===== src/rtl/serial_rx_pkg.sv =====
package serial_rx_pkg;
  typedef enum logic [1:0] {
    RX_IDLE  = 2'd0,
    RX_START = 2'd1,
    RX_DATA  = 2'd2,
    RX_STOP  = 2'd3
  } rx_state_e;
endpackage


===== src/rtl/rx_tick_gen.sv =====
module rx_tick_gen #(
  parameter int DIV_W   = 8,
  parameter int PRE_DIV = 8
) (
  input  logic             clk,
  input  logic             rst,
  input  logic             src_div8,
  input  logic [DIV_W-1:0] div_val,
  output logic             tick
);
  localparam int PW = (PRE_DIV > 1) ? $clog2(PRE_DIV) : 1;

  logic [PW-1:0]    pre_cnt;
  logic             src_en;
  logic [DIV_W-1:0] div_cnt;

  // prescaler: free-running count of PRE_DIV clocks
  always_ff @(posedge clk) begin
    if (rst) pre_cnt <= '0;
    else if (pre_cnt == PW'(PRE_DIV - 1)) pre_cnt <= '0;
    else pre_cnt <= pre_cnt + 1'b1;
  end

  assign src_en = src_div8 ? (pre_cnt == PW'(PRE_DIV - 1)) : 1'b1;

  // reload divider: one tick per underflow
  always_ff @(posedge clk) begin
    if (rst) begin
      div_cnt <= '0;
      tick    <= 1'b0;
    end else begin
      tick <= 1'b0;
      if (src_en) begin
        if (div_cnt == '0) begin
          div_cnt <= div_val;
          tick    <= 1'b1;
        end else begin
          div_cnt <= div_cnt - 1'b1;
        end
      end
    end
  end
endmodule


===== src/rtl/rx_sync.sv =====
module rx_sync #(
  parameter int STAGES = 2
) (
  input  logic clk,
  input  logic rst,
  input  logic din,
  output logic dout
);
  logic [STAGES-1:0] chain;

  always_ff @(posedge clk) begin
    if (rst) chain <= '1;
    else     chain <= {chain[STAGES-2:0], din};
  end

  assign dout = chain[STAGES-1];
endmodule


===== src/rtl/rx_frame_fsm.sv =====
module rx_frame_fsm
  import serial_rx_pkg::*;
#(
  parameter int DATA_BITS = 8,
  parameter int OVS       = 16
) (
  input  logic                 clk,
  input  logic                 rst,
  input  logic                 en,
  input  logic                 tick,
  input  logic                 rxd_s,
  output logic                 busy,
  output logic                 frm_end,
  output logic                 stop_bit,
  output logic [DATA_BITS-1:0] shreg,
  output logic                 rts_n
);
  localparam int TW   = $clog2(OVS);
  localparam int BW   = $clog2(DATA_BITS + 1);
  localparam int HALF = OVS / 2;

  rx_state_e            state, state_n;
  logic [TW-1:0]        tcnt, tcnt_n;
  logic [BW-1:0]        bcnt, bcnt_n;
  logic [DATA_BITS-1:0] sh_n;
  logic                 rxd_prev;

  always_comb begin
    state_n = state;
    tcnt_n  = tcnt;
    bcnt_n  = bcnt;
    sh_n    = shreg;
    frm_end = 1'b0;
    if (!en) begin
      state_n = RX_IDLE;
      tcnt_n  = '0;
      bcnt_n  = '0;
    end else begin
      unique case (state)
        RX_IDLE: begin
          if (rxd_prev && !rxd_s) begin
            state_n = RX_START;
            tcnt_n  = '0;
          end
        end
        RX_START: begin
          if (tick) begin
            if (tcnt == TW'(HALF - 1)) begin
              tcnt_n = '0;
              bcnt_n = '0;
              state_n = rxd_s ? RX_IDLE : RX_DATA;
            end else begin
              tcnt_n = tcnt + 1'b1;
            end
          end
        end
        RX_DATA: begin
          if (tick) begin
            if (tcnt == TW'(OVS - 1)) begin
              tcnt_n = '0;
              sh_n   = {rxd_s, shreg[DATA_BITS-1:1]};
              if (bcnt == BW'(DATA_BITS - 1)) state_n = RX_STOP;
              else bcnt_n = bcnt + 1'b1;
            end else begin
              tcnt_n = tcnt + 1'b1;
            end
          end
        end
        RX_STOP: begin
          if (tick) begin
            if (tcnt == TW'(OVS - 1)) begin
              tcnt_n  = '0;
              frm_end = 1'b1;
              state_n = RX_IDLE;
            end else begin
              tcnt_n = tcnt + 1'b1;
            end
          end
        end
        default: state_n = RX_IDLE;
      endcase
    end
  end

  always_ff @(posedge clk) begin
    if (rst) begin
      state    <= RX_IDLE;
      tcnt     <= '0;
      bcnt     <= '0;
      shreg    <= '0;
      rxd_prev <= 1'b1;
      rts_n    <= 1'b1;
    end else begin
      state    <= state_n;
      tcnt     <= tcnt_n;
      bcnt     <= bcnt_n;
      shreg    <= sh_n;
      rxd_prev <= rxd_s;
      rts_n    <= !(en && (state_n == RX_IDLE));
    end
  end

  assign busy     = (state != RX_IDLE);
  assign stop_bit = rxd_s;
endmodule


===== src/rtl/serial_rx_rts.sv =====
module serial_rx_rts #(
  parameter int DIV_W       = 8,
  parameter int DATA_BITS   = 8,
  parameter int OVS         = 16,
  parameter int PRE_DIV     = 8,
  parameter int SYNC_STAGES = 2
) (
  input  logic                 clk,
  input  logic                 rst,
  input  logic                 rx_en,
  input  logic [DIV_W-1:0]     div_val,
  input  logic                 src_div8,
  input  logic                 rxd,
  input  logic                 irq_ack,
  input  logic                 buf_rd,
  output logic [DATA_BITS-1:0] rx_data,
  output logic                 rx_done,
  output logic                 rx_irq,
  output logic                 frame_err,
  output logic                 rts_n
);
  logic                 tick;
  logic                 rxd_s;
  logic                 fsm_busy;
  logic                 frm_end;
  logic                 stop_bit;
  logic [DATA_BITS-1:0] shreg;

  rx_tick_gen #(.DIV_W(DIV_W), .PRE_DIV(PRE_DIV)) u_tick (
    .clk(clk), .rst(rst), .src_div8(src_div8), .div_val(div_val), .tick(tick)
  );

  rx_sync #(.STAGES(SYNC_STAGES)) u_sync (
    .clk(clk), .rst(rst), .din(rxd), .dout(rxd_s)
  );

  rx_frame_fsm #(.DATA_BITS(DATA_BITS), .OVS(OVS)) u_fsm (
    .clk(clk), .rst(rst), .en(rx_en), .tick(tick), .rxd_s(rxd_s),
    .busy(fsm_busy), .frm_end(frm_end), .stop_bit(stop_bit),
    .shreg(shreg), .rts_n(rts_n)
  );

  // holding register and flags; a store wins over a clear
  always_ff @(posedge clk) begin
    if (rst) begin
      rx_data   <= '0;
      rx_done   <= 1'b0;
      rx_irq    <= 1'b0;
      frame_err <= 1'b0;
    end else if (frm_end) begin
      rx_data   <= shreg;
      rx_done   <= 1'b1;
      rx_irq    <= 1'b1;
      frame_err <= !stop_bit;
    end else begin
      if (buf_rd)  rx_done <= 1'b0;
      if (irq_ack) rx_irq  <= 1'b0;
    end
  end
endmodule


===== config.mk =====
export PLATFORM = sky130hd
export DESIGN_NAME = serial_rx_rts
export DESIGN_NICKNAME = d
export VERILOG_FILES = /design/src/rtl/serial_rx_pkg.sv /design/src/rtl/rx_tick_gen.sv /design/src/rtl/rx_sync.sv /design/src/rtl/rx_frame_fsm.sv /design/src/rtl/serial_rx_rts.sv
export SDC_FILE = /design/constraint.sdc
export NUM_CORES = 1
export LEC_CHECK = 0
export BUFFER_PORTS_ARGS = -buffer_cell sky130_fd_sc_hd__buf_2
export CAP_MARGIN = 20
export CELL_PAD_IN_SITES_DETAIL_PLACEMENT = 1
export CELL_PAD_IN_SITES_GLOBAL_PLACEMENT = 1
export CORE_AREA = 5 5 97 99
export CTS_CLUSTER_DIAMETER = 40
export DETAILED_ROUTE_END_ITERATION = 6
export DIE_AREA = 0 0 102 104
export PLACE_DENSITY_LB_ADDON = 0.1
export SYNTH_ARGS = -nofsm -noshare
export SYNTH_HDL_FRONTEND = slang
export SYNTH_HIERARCHICAL = 1
export SYNTH_SLANG_ARGS = --single-unit

===== constraint.sdc =====
create_clock -name clk -period 2.15 [get_ports clk]
set_input_delay 0.1075 -clock clk [delete_from_list [all_inputs] [get_ports clk]]
set_output_delay 0.1075 -clock clk [all_outputs]
set_load 0.05 [all_outputs]

## Word-level counts from Yosys, hierarchy flattened

Cells that the tools add are included.

| storage, ports and cells | value |
|---|---|
| bits in registers | 45 |
| input bits | 15 |
| output and inout port bits | 12 |
| word-level logic and storage cells | 85 |

| cells by class | value |
|---|---|
| mux-type cells | 34 |
| reductions and logical operators | 17 |
| equality and inequality tests | 14 |
| $add $sub $neg | 4 |
| bitwise operators | 2 |

Operators by type and width:

| kind | number |
|---|---|
| $mux W4 | 10 |
| $mux W2 | 10 |
| $pmux W4 S3 | 1 |
| $mux W1 | 10 |
| $add A4 B1 Y4 const B | 2 |
| $eq A4 B3 Y1 const B | 2 |
| $logic_not A8 Y1 | 1 |
| $mux W8 | 1 |
| $ne A2 B1 Y1 const B | 4 |
| $pmux W2 S4 | 1 |
| $pmux W4 S2 | 1 |
| $reduce_or A2 Y1 | 4 |
| $sub A8 B1 Y8 const B | 1 |
| $ne A2 B2 Y1 const B | 3 |
| $reduce_and A6 Y1 | 1 |
| $reduce_bool A2 Y1 | 3 |
| $eq A2 B2 Y1 const B | 2 |
| $eq A4 B4 Y1 const B | 1 |
| $logic_not A2 Y1 | 2 |
| $reduce_and A4 Y1 | 1 |
| $add A3 B1 Y3 const B | 1 |
| $eq A3 B3 Y1 const B | 1 |
| $reduce_and A3 Y1 | 1 |
| $eq A2 B1 Y1 const B | 1 |
| other kinds (3) | 6 |

## Longest topological paths before layout

Gate-level depths: netlist of run 1.

| depth | value |
|---|---|
| depth in word-level cells | 9 |
| gate-level depth with buffers | 6 |
| mapped depth without buffers | 6 |

## Cells and area by module

The synthesis of run 1 kept the hierarchy.

By module, submodules not included:

| module | cells each | sequential area each (um^2) | instances | area each (um^2) |
|---|---|---|---|---|
| rx_frame_fsm | 100 | 400.4 | 1 | 954.7 |
| rx_tick_gen | 68 | 240.2 | 1 | 661.9 |
| serial_rx_rts | 36 | 220.2 | 1 | 389.1 |
| rx_sync | 4 | 40.0 | 1 | 52.6 |

## Worst setup path before layout of run 1

OpenSTA, ideal clock, no wires.

| path | value |
|---|---|
| kind | register to register |
| start point | register u_tick.div_cnt[0] |
| end point | register u_tick.div_cnt[2] |
| path buffers | 0 |
| slack | 310 ps |
| data required time | 2082 ps |
| setup time | 68 ps |
| arrival | 1772 ps |
| cell stages (with the launch flop) | 7 |
| clock period less this slack | 1840 ps |
| cells stage by stage | dfxtp_1 > inv_1 > ha_1 > or4b_4 > nor4_4 > mux2_4 > a21oi_2 |

| on the way | value |
|---|---|
| cells in the longest elaborated chain, start to end | 2 |
| elaborated cells between the ends (all ways) | 3 |
| those cells by class | add/sub: 1; mux: 1; reduce/logical: 1 |

RTL lines:

| element | RTL line | source |
|---|---|---|
| from (decl) | rx_tick_gen.sv:15 | `logic [DIV_W-1:0] div_cnt;` |
| from (signal assigned) | rx_tick_gen.sv:35 | `div_cnt <= div_val;` |
| from (signal assigned) | rx_tick_gen.sv:38 | `div_cnt <= div_cnt - 1'b1;` |
| $sub A8 B1 Y8 or $logic_not A8 Y1 (tied branches) | rx_tick_gen.sv:38, rx_tick_gen.sv:34 |  |
| $mux W8 (*) | rx_tick_gen.sv:34 | `if (div_cnt == '0) begin` |

Mark *: on every way between the ends. The rest lies on a longest branch, timed or not.
A chain may end at the register's enable or synchronous reset.

## Worst setup path after layout of run 1

| path | value |
|---|---|
| start point | register u_tick.div_cnt[0] |
| end point | register u_tick.div_cnt[0] |

The elaborated chain is that of the path after synthesis.

==> results, run 1 <==
- Yosys mapped a number of flops with a built-in enable equal to 0.
- Compared with the post-synthesis result, the final layout area differs by 18.5%.
- After the first detailed-routing iteration, the DRC count stood at 33.
- Max-cap violations in this run came to 0.
- The number of levels the H-tree was split into is 2.
- The number of warning messages in the yosys log is 6.
- The maximum number of pins on one net before global-route repair is 19.
- The depth of the worst register-to-register path is 7.
- After synthesis, flip-flops and latches occupy 43.8% of the total area.
- The endpoint with the worst hold slack is rx_irq.
- The worst-case headroom to the max-slew limit is 58.9%.
- The analysis attributes to cell leakage a power of 0.980 nW.
- In this run the clock root is driven by a clkbuf_8.
- The endpoint kind of the worst setup timing path is a flip-flop.
- Measured along the x axis, the die boundary spans 102 µm.
- The share of post-route cells with drive strength above 1 is 24.2%.
- The minimum setup slack in the final design is 0.177 ns.
- Setup repair after global routing left no endpoint under its margin.
- In this run the deepest clock path goes through 2 buffers.
- The setup check on the worst reg-to-reg path leaves a slack of 0.18 ns.
- The distinct cell type count after synthesis is 55.
- The count of cells along the worst hold path is 3.
- The iteration count of the initial detailed-routing pass is 4.
- The post-synthesis net count is 229.
- The category of the critical setup timing path is reg2reg.
- The async set-reset flop share out of synthesis is 0%.
- The met2 wire length is 2140 µm.
- After technology mapping, the gate count stands at 208.
- The tightest min-delay check is of the in2reg type.
- The area of the die is 10600 µm².
- The overall routed net length is 4700 µm.
- The number of antenna violations at the first check in global routing is 0.
- The detail route stage leaves a number of antenna-violating nets equal to 0.
- The signal arrival time at the worst endpoint is 2.20 ns.
- The initial cell density of the core is 24.3%.
- The HPWL reported at the end of detailed placement is 3480 µm.
- The average instance in the mapped netlist occupies 9.90 µm².
- Summed over all failing endpoints, the final setup total negative slack is 0 ns.
- On the critical path, the stage with the largest delay is an instance of or4b_4.
- Once layout is complete, the utilization of the core stands at 28.8%.
- The initialized floorplan defines 34 standard-cell rows.
- The register clock-pin slew on the reported worst setup and hold paths is 0.09 ns.
- The post-placement setup slack is 0.182 ns.
- The cell area power density is 919 nW/µm².
- Input and output buffers added on the ports amount to 26.
- The total met3 wirelength after detailed routing is 129 µm.
- The total setup violations reported at the end of the flow is 0.
- The maximum achievable frequency is 507 MHz.
- During I/O placement, the number of pins put on the boundary was 27.
- Of all nets on the critical path, the largest fanout is 5.
- At the pin with the least slew margin, the transition time is 0.612 ns.
- The final estimated routing congestion in global placement is 0.740.
- The area of the core is 8470 µm².
- Of the available clock period, the critical path in the final layout requires 91.8%.
- The synthesized design contains 45 register bits.
- The capturing point of the worst reg2reg path is u_tick/div_cnt[0].
- Global routing consumed, over all layers together, 9.43% of the routing resources.
- VDD sags by at most 0.261 mV.
- The routed layout has 1603 vias.
- The die outline height is 104 µm.
- Dividing the detail-routed via count by the number of cells gives 4.55.
- The first global-routing pass estimated 8070 µm of wire.
- The critical path goes through inv_1 -> ha_1 -> or4b_4 -> nor4_4 -> buf_4 -> nand3_1 -> a31oi_1.
- The final max-slew violation count is 0.
- The clock tree from TritonCTS is yes.
- The required time of the critical path is 2.38 ns.
- The post-synthesis instance area is 2060 µm².
- The worst register-to-register path begins at u_tick/div_cnt[0].
- The biggest cell delay along the critical path is 0.51 ns.
- The final number of hold-violating endpoints is 0.
- After detailed routing, no signal wire sits above met4.
- The start point of the critical path is u_tick/div_cnt[0].
- The repair_antennas step left the layout with diodes totalling 0.
- In this run the most critical hold path is launched from irq_ack.
- STA classifies the critical path startpoint as a flip-flop.
- The via count of the first global-routing pass is 1677.
- The later pin in the worst-skew pair is clocked with a latency of 0.30 ns.
- The total congestion overflow after global routing is 0.
- In the synthesized netlist the dominant register cell turns out to be dfxtp_1.
- The detail-routed net length per standard cell is 13.4 µm.
- Clock tree synthesis inserted a total of 5 buffers.
- The final clock skew is 0.00881 ns.
- After the last flow step, the layout net total stands at 264.
- The commonest non-fill, non-tap cell in the layout is dfxtp_1.
- The clock period minus worst slack is 1.97 ns.
- Counting every sink on the clock net gives 45.
- The remaining design rule violation count is 0.
- The run finished with clean final reports.
- In the layout the commonest cells are dfxtp_1, nor2_1, buf_2.
- The met1 wire length is 2390 µm.
sequential cells by signal, summed over array words and instances (netlist names), 2 cells and up:
| name | cells |
|---|---|
| u_tick/pre_cnt | 3 |
| u_tick/div_cnt | 8 |
| u_fsm/state | 2 |
| u_fsm/tcnt | 4 |
| rx_data | 8 |
| u_sync/chain | 2 |
| u_fsm/shreg | 8 |
| u_fsm/bcnt | 4 |
worst max-delay path, delay by kind of cell, from the launching register on:
family	cells	cell delay, ns
AO/OA/AOI/OAI	1	0.18
AND/OR/NAND/NOR	3	0.86
flip-flops	1	0.35
adder cells (fa/ha/maj)	1	0.22
buffers and inverters	2	0.27
cell type report:
| type | count | area [µm²] |
|---|---|---|
| inverter | 6 | 22.5 |
| timing repair buffer | 35 | 200 |
| fill | 989 | 6030 |
| multi-input combinational | 150 | 1080 |
| sequential | 45 | 901 |
| tap | 108 | 135 |
| clock buffer | 6 | 82.6 |
| clock inverter | 2 | 17.5 |
worst max-delay path by stage:
stage	endpoint	slack, ns	cells after the start
2_1_floorplan	u_tick/div_cnt[2]	0.31	6
3_3_place_gp	u_tick/div_cnt[2]	0.22	6
3_5_place_dp	u_tick/div_cnt[0]	0.18	7
4_1_cts	u_tick/div_cnt[0]	0.15	7
5_1_grt	u_tick/div_cnt[0]	0.07	7
6_report	u_tick/div_cnt[0]	0.18	7
power by group:
part	switching, mW	leakage (nW)	total (mW)	internal [mW]
registers	0.0936	0.366	1.01	0.912
logic	0.315	0.563	0.663	0.348
clock network	0.307	0.0518	0.574	0.267
cells in the mapped netlist (2+ instances only):
library cell | n | share of area [%]
o21ai_0 | 3 | 0.73
and3_1 | 3 | 0.91
or4b_4 | 2 | 1.3
ha_1 | 6 | 3.6
mux2i_1 | 18 | 8.8
nand4_1 | 2 | 0.61
a31oi_1 | 5 | 1.5
nand2_1 | 6 | 1.1
or2_1 | 2 | 0.61
or3_1 | 2 | 0.61
o22ai_1 | 2 | 0.61
a311oi_1 | 5 | 2.1
nand3_1 | 9 | 2.2
nand3b_1 | 4 | 1.5
inv_1 | 6 | 1.1
clkbuf_1 | 2 | 0.36
nand2b_1 | 5 | 1.5
mux2_2 | 3 | 1.6
or4_1 | 2 | 0.73
a21oi_1 | 5 | 1.2
nor2b_1 | 4 | 1.2
nor3_1 | 4 | 0.97
buf_6 | 3 | 1.6
nor2_1 | 28 | 5.1
or2_2 | 2 | 0.61
dfxtp_1 | 45 | 44
nor3b_1 | 2 | 0.73
cell families after synthesis:
family | synth area share (%)
flip-flops | 43.8
multiplexers | 11.1
XOR/XNOR | 0.426
adder cells (fa/ha/maj) | 3.65
AO/OA/AOI/OAI | 12.3
buffers and inverters | 3.71
AND/OR/NAND/NOR | 25.0
per-layer routing:
metal / up-vias / track usage, %
li1: 825 / -
met1: 755 / 12.5
met2: 18 / 15.0
met5: - / 0
met4: 0 / 2.81
met3: 5 / 2.28
per-stage QoR:
stage	power (mW)	cells	hold slack, ns	area, µm²
floorplan	1.50	208	0.180	2060
global placement	1.71	343	0.295	2330
detailed placement	1.70	343	0.293	2330
CTS	2.30	352	0.0417	2440
global route	2.40	352	0.0421	2440
finish	2.24	352	0.0579	2440
repair_timing:
item                                   in CTS  in global routing
endpoints found under the hold margin       1                  0
resized for setup                           0                  0
hold buffers                                1                  0
setup buffers                               0                  0
No activity file was read; power rests on OpenSTA's default activity.
==> inputs of run 2 (changes only) <==
--- a/config.mk
+++ b/config.mk
@@ -16,2 +16,3 @@
 export PLACE_DENSITY_LB_ADDON = 0.1
+export SLEW_MARGIN = 20
 export SYNTH_ARGS = -nofsm -noshare
==> constraint.sdc (replaced) <==
create_clock -name clk -period 2.15 [get_ports clk]
set_input_delay 0.215 -clock clk [delete_from_list [all_inputs] [get_ports clk]]
set_output_delay 0.215 -clock clk [all_outputs]
set_load 0.05 [all_outputs]
==> run 2 against run 1 <==
  * Critical path depth shrank 1
  * Sequential share of layout area barely moved
  * Clock skew is 0.0030 ns lower
  * Flip-flop and latch count did not move
  * Clock power up 14%
  * Via count decreased by 0.25%
  * Power increased by 3.6%
  * First-iteration DRC count down 3.0%
  * Utilization about the same
  * Global-route usage barely moved
  * Design area decreased by 0.10%
  * Final cell count fell by 0.57%
  * Critical path type unchanged
  * Largest cell class unchanged
  * Largest power group unchanged
==> results, run 2 (synthesized netlist as in run 1, its figures left out) <==
- The area of the core is 8470 µm² (unchanged).
- The register area came to 901 µm² (unchanged).
- For this design, the slowest cell found on the critical path is or4b_4.
- The commonest non-fill, non-tap cell in the layout is dfxtp_1.
- The instance count after placement with tap cells included is 342 (-0.29%).
- Setup repair after global routing left no endpoint under its margin.
- The share of post-route cells with drive strength above 1 came to 24.0% (-0.21 points).
- The hold buffer count at CTS came to 0 (-1).
- The final estimated routing congestion in global placement came to 0.709 (-4.2%).
- The initial cell density of the core is 24.3% (unchanged).
- The maximum achievable frequency is 518 MHz (+2.1%).
- The area of the die is 10600 µm² (unchanged).
- The capturing point of the worst reg2reg path is u_tick/div_cnt[2].
- The critical path goes through inv_1 -> ha_1 -> or4b_4 -> nor4_4 -> mux2_4 -> a21oi_2.
- The critical path in this run is classified as reg2reg.
- The number of vias after detailed routing is 1599 (-0.25%).
- The clock tree from TritonCTS is yes.
- The signal arrival time at the worst endpoint is 2.17 ns (-0.03 ns).
- The iteration count of the initial detailed-routing pass is 4 (unchanged).
- The reg-to-reg setup timing slack is 0.22 ns (+0.04 ns).
- The startpoint of the worst hold path is rxd.
- For hold timing, the worst endpoint is u_sync/chain[0].
- The static leakage is 0.973 nW (-0.72%).
- The final standard cell count with taps included and fillers excluded was 350 (-0.57%).
- The number of antenna violations at the first check in global routing was 0 (unchanged).
- The final-layout setup total negative slack is 0 ns (unchanged).
- The deepest clock path buffer count is 2 (unchanged).
- The flow ran to the end, and the final reports show no timing, DRC or antenna violations.
- The final max-slew violation count was 0 (unchanged).
- The starting DRC count in detailed routing is 32 (-3.0%).
- The HPWL reported at the end of detailed placement was 3450 µm (-0.71%).
- The source-to-sink clock delay at the later pin of the worst-skew pair is 0.30 ns (about the same).
- The critical path startpoint category is a flip-flop.
- The endpoint kind of the worst setup timing path is a flip-flop.
- The number of standard-cell rows in the floorplan was 34 (unchanged).
- The total setup violations reported at the end of the flow is 0 (unchanged).
- The number of fill cells is 979 (-1.0%).
- The clock period minus worst slack is 1.93 ns (-0.0412 ns).
- The via density per instance was 4.57 (+0.32%).
- The final cycle utilization of the critical path is 89.9% (-1.9 points).
- The detail-routed net length per standard cell is 13.3 µm (-0.11%).
- The biggest cell delay along the critical path is 0.51 ns (about the same).
- The final number of hold-violating endpoints is 0 (unchanged).
- The area added between synthesis and finish is 18.4%.
- The total congestion overflow after global routing is 0 (unchanged).
- The width of the die is 102 µm (unchanged).
- The area occupied by multi-input gates was 1080 µm² (unchanged).
- The number of buffers added for setup after CTS was 0 (unchanged).
- The worst min-delay path category is in2reg.
- The count of boundary I/O pins is 27 (unchanged).
- The post-cts sizing count is 0 (unchanged).
- The power after layout was 2.32 mW (+3.6%).
- The via count of the first global-routing pass is 1669 (-0.48%).
- The launch instance of the worst register-to-register path is u_tick/div_cnt[0].
- The count of buffer and inverter cells on the critical path is 1 (-1).
- The cell area power density is 953 nW/µm² (+3.7%).
- The root buffer selected by CTS is clkbuf_8.
- The wire length of the first global-routing pass came to 7960 µm (-1.4%).
- The count of nets left with antenna violations after detail routing is 0 (unchanged).
- The final antenna diode count is 0 (unchanged).
- The register clock-pin slew on the reported worst setup and hold paths is 0.08 ns (about the same).
- The number of clock sinks seen by CTS is 45 (unchanged).
- The number of CTS-inserted buffers came to 5 (unchanged).
- The final clock skew came to 0.00584 ns (-0.00298 ns).
- The remaining design rule violation count was 0 (unchanged).
- The peak ir drop on the vdd network is 0.232 mV (-11%).
- The maximum number of pins on one net before global-route repair is 20 (+1).
- The number of nets in the layout came to 262 (-0.76%).
- The count of cells along the worst hold path is 2 (-1).
- In the layout the commonest cells are dfxtp_1, nor2_1, buf_2.
- In the final layout, the registers with the most flip-flops are rx_data x8, u_fsm/shreg x8, u_tick/div_cnt x8.
- The slew of the pin with the lowest slew margin was 0.631 ns (+0.0192 ns).
- The depth of the worst register-to-register path is 6 (-1).
- On the critical path the largest part of the delay comes from simple AND/OR/NAND/NOR gates.
- The maximum fanout along the worst path is 5 (unchanged).
- The die outline height is 104 µm (unchanged).
- The worst-case headroom to the max-slew limit is 57.6% (-1.3 points).
- The required time of the critical path is 2.39 ns (about the same).
- The number of buffers added on ports was 26 (unchanged).
- The total routing usage reported by global routing is 9.39% (-0.038 points).
- The overall routed net length is 4670 µm (-0.68%).
- The number of max-cap violations is 0 (unchanged).
- The number of levels the H-tree was split into is 2 (unchanged).
[run 2: cell count changes in the layout (fill, tap and decap cells not counted), sizes merged]
cell	change
buf	-1
bufinv	+1
clkbuf	-1
clkinvlp	+1
dlygate4sd3	-1
inv	-1
[run 2: per-layer routing]
layer	wire length [µm]	vias to the layer above	track usage, %
li1	-	823	-
met1	2340	746	12.0
met2	2120	24	14.7
met3	140	6	2.82
met4	72	0	3.66
met5	0	-	0
[run 2: worst max-delay path by stage]
stage,endpoint,slack [ns],start,depth (start not counted)
5_1_grt,u_tick/div_cnt[0],0.08,u_tick/div_cnt[0],7
3_5_place_dp,u_tick/div_cnt[2],0.24,u_tick/div_cnt[0],6
4_1_cts,u_tick/div_cnt[2],0.21,u_tick/div_cnt[0],6
2_1_floorplan,u_tick/div_cnt[2],0.31,u_tick/div_cnt[0],6
6_report,u_tick/div_cnt[2],0.22,u_tick/div_cnt[0],6
3_3_place_gp,u_tick/div_cnt[2],0.28,u_tick/div_cnt[0],6
[run 2: power by group]
group | internal [mW] | total [mW] | switching (mW) | leakage, nW
combinational | 0.347 | 0.661 | 0.313 | 0.553
clock | 0.348 | 0.653 | 0.305 | 0.0543
sequential | 0.912 | 1.01 | 0.0976 | 0.366
total | 1.61 | 2.32 | 0.716 | 0.973
[run 2: cell type report]
type	instances	area share [%]
multi-input combinational	150	44.4
sequential	45	37.0
timing repair buffer	33	7.49
tap	108	5.54
clock buffer	5	2.82
clock inverter	3	1.90
inverter	6	0.924
[run 2: metrics by stage]
stage	util, %	setup WS (ns)	instance area [µm²]	hold slack, ns
after floorplan	-	0.310	2060	0.288
after global placement	27.4	0.277	2320	0.396
after detailed placement	27.4	0.236	2320	0.397
after CTS	28.8	0.205	2440	0.0768
after global routing	28.8	0.0799	2440	0.0795
final	28.8	0.218	2440	0.0955
==> inputs of run 3 (changes only) <==
CORE_AREA = 3 3 95 97   (was 5 5 97 99)
DIE_AREA = 0 0 98 100   (was 0 0 102 104)
==> run 3 against run 2 <==
  * Worst setup slack got worse by 0.045 ns
  * Flip-flop and latch count did not move
  * Critical path type unchanged
  * Clock-buffer cell count rose by 1
==> results, run 3 (synthesized netlist as in run 1, its figures left out) <==
- The final max-slew violation count is 0 (unchanged).
- The number of levels the H-tree was split into is 2 (unchanged).
- The starting DRC count in detailed routing is 46 (+44%).
- The initial cell density of the core is 25.0% (+0.74 points).
- The remaining design rule violation count is 0 (unchanged).
- The endpoint kind of the worst setup timing path is a flip-flop.
- The worst hold slack across all endpoints is 0.105 ns (+0.00913 ns).
- The hold buffer count at CTS is 0 (unchanged).
- The critical path startpoint category is a flip-flop.
- The area of the core came to 8220 µm² (-2.9%).
- The worst min-delay path category is in2reg.
- The register area came to 901 µm² (unchanged).
- The register clock-pin slew on the reported worst setup and hold paths is 0.09 ns (about the same).
- The final clock skew was 0.00956 ns (+0.00372 ns).
- The maximum achievable frequency came to 506 MHz (-2.3%).
- The number of buffers added on ports came to 26 (unchanged).
- The number of nets in the layout is 263 (+0.38%).
- The via count of the first global-routing pass is 1744 (+4.5%).
- From synthesis to final layout, the design area changed by 17.3%.
- The total setup violations reported at the end of the flow was 0 (unchanged).
- The number of vias after detailed routing is 1636 (+2.3%).
- The count of nets left with antenna violations after detail routing is 0 (unchanged).
- The final-layout setup total negative slack is 0 ns (unchanged).
- The source-to-sink clock delay at the later pin of the worst-skew pair is 0.29 ns (about the same).
- The via density per instance is 4.70 (+2.9%).
- The clock period minus worst slack came to 1.98 ns (+0.0449 ns).
- The number of fill cells is 952 (-2.8%).
- The signal arrival time at the worst endpoint came to 2.21 ns (+0.04 ns).
- The wire length of the first global-routing pass is 8280 µm (+4.1%).
- The deepest clock path buffer count is 2 (unchanged).
- The HPWL reported at the end of detailed placement is 3480 µm (+0.69%).
- The number of clock sinks seen by CTS is 45 (unchanged).
- The final number of hold-violating endpoints is 0 (unchanged).
- The maximum fanout along the worst path is 5 (unchanged).
- Leaving out fill and tap cells, the most frequent cells in the layout are dfxtp_1, nor2_1, buf_2.
- The number of buffers added for setup after CTS is 0 (unchanged).
- The worst-case headroom to the max-slew limit is 55.9% (-1.7 points).
- The cell area reported after detailed placement is 2330 µm² (+0.16%).
- The static leakage is 0.961 nW (-1.2%).
- The final estimated routing congestion in global placement is 0.686 (-3.2%).
- The clock tree from TritonCTS is yes.
- The width of the die came to 98 µm (-3.9%).
- The flow ran to the end, and the final reports show no timing, DRC or antenna violations.
- The overall routed net length is 4670 µm (about the same).
- The final cycle utilization of the critical path came to 92.0% (+2.1 points).
- The share of post-route cells with drive strength above 1 came to 23.9% (-0.099 points).
- The total routing usage reported by global routing is 10.3% (+0.90 points).
- The cell area power density was 909 nW/µm² (-4.6%).
- The area of the die came to 9800 µm² (-7.6%).
- The post-route cell area is 2410 µm² (-0.98%).
- The worst setup path is of the reg2reg kind.
- The detail-routed net length per standard cell was 13.4 µm (+0.62%).
- The post-cts sizing count is 0 (unchanged).
- The number of CTS-inserted buffers is 5 (unchanged).
- The area occupied by multi-input gates is 1080 µm² (unchanged).
- The number of max-cap violations is 0 (unchanged).
- The die outline height is 100 µm (-3.8%).
- The peak ir drop on the vdd network is 0.299 mV (+29%).
- The largest registers in the layout are rx_data x8, u_fsm/shreg x8, u_tick/div_cnt x8.
- The maximum number of pins on one net before global-route repair is 17 (-15%).
- The number of standard-cell rows in the floorplan is 33 (-2.9%).
- Leaving out fill and tap cells, the most frequent cell in the layout is dfxtp_1.
- The number of antenna violations at the first check in global routing is 0 (unchanged).
- The required time of the critical path came to 2.39 ns (about the same).
- The count of boundary I/O pins is 27 (unchanged).
- The slew of the pin with the lowest slew margin came to 0.657 ns (+0.0253 ns).
- The final antenna diode count is 0 (unchanged).
- The iteration count of the initial detailed-routing pass is 4 (unchanged).
- Setup repair after global routing left no endpoint under its margin.
- The total congestion overflow after global routing came to 0 (unchanged).
- The root buffer selected by CTS is clkbuf_8.
[run 3: cell count changes in the layout (fill, tap and decap cells not counted)]
cell	before	now
clkbuf_1	0	1
clkinvlp_4	1	2
clkinv_4	1	0
bufinv_16	1	0
buf_4	7	8
[run 3: worst paths after layout]
kind	startpoint	to	slack (ns)	cells past startpoint
setup reg to reg	u_tick/div_cnt[0]	u_tick/div_cnt[2]	0.17	6
hold reg to reg	u_sync/chain[0]	u_sync/chain[1]	0.41	1
hold / removal	rxd	u_sync/chain[0]	0.10	2
setup / recovery	u_tick/div_cnt[0]	u_tick/div_cnt[2]	0.17	6
[run 3: worst max-delay path: stages, from the launching register on]
cell	delay [ns]
dfxtp_1	0.36
inv_1	0.09
ha_1	0.22
or4b_4	0.51
nor4_4	0.27
mux2_4	0.34
a21oi_2	0.13
[run 3: routing by layer]
metal | track usage [%] | part of all wire [%] | vias to the layer above
met2 | 17.2 | 50 | 17
met5 | 0 | 0 | -
met3 | 2.43 | 2.5 | 0
met4 | 2.88 | 0 | 0
met1 | 13.4 | 48 | 795
li1 | - | - | 824
[run 3: stage by stage]
| step | cells | utilization [%] | power (mW) | worst slack [ns] |
|---|---|---|---|---|
| after floorplan | 208 | - | 1.50 | 0.310 |
| after global placement | 340 | 28.3 | 1.71 | 0.243 |
| after detailed placement | 340 | 28.3 | 1.70 | 0.187 |
| after CTS | 348 | 29.4 | 2.25 | 0.163 |
| after global routing | 348 | 29.4 | 2.36 | 0.0405 |
| final | 348 | 29.4 | 2.19 | 0.173 |
[run 3: layout make-up]
type | count | area share, %
Multi-Input combinational cell | 150 | 44.8
Sequential cell | 45 | 37.3
Timing Repair Buffer | 34 | 7.88
Tap cell | 105 | 5.44
Clock buffer | 6 | 3.01
Inverter | 6 | 0.933
Clock inverter | 2 | 0.622
[run 3: power breakdown]
part | total, mW | internal (mW) | switching (mW)
Sequential | 1.01 | 0.912 | 0.0980
Combinational | 0.664 | 0.347 | 0.318
Clock | 0.520 | 0.229 | 0.291
Total | 2.19 | 1.49 | 0.706
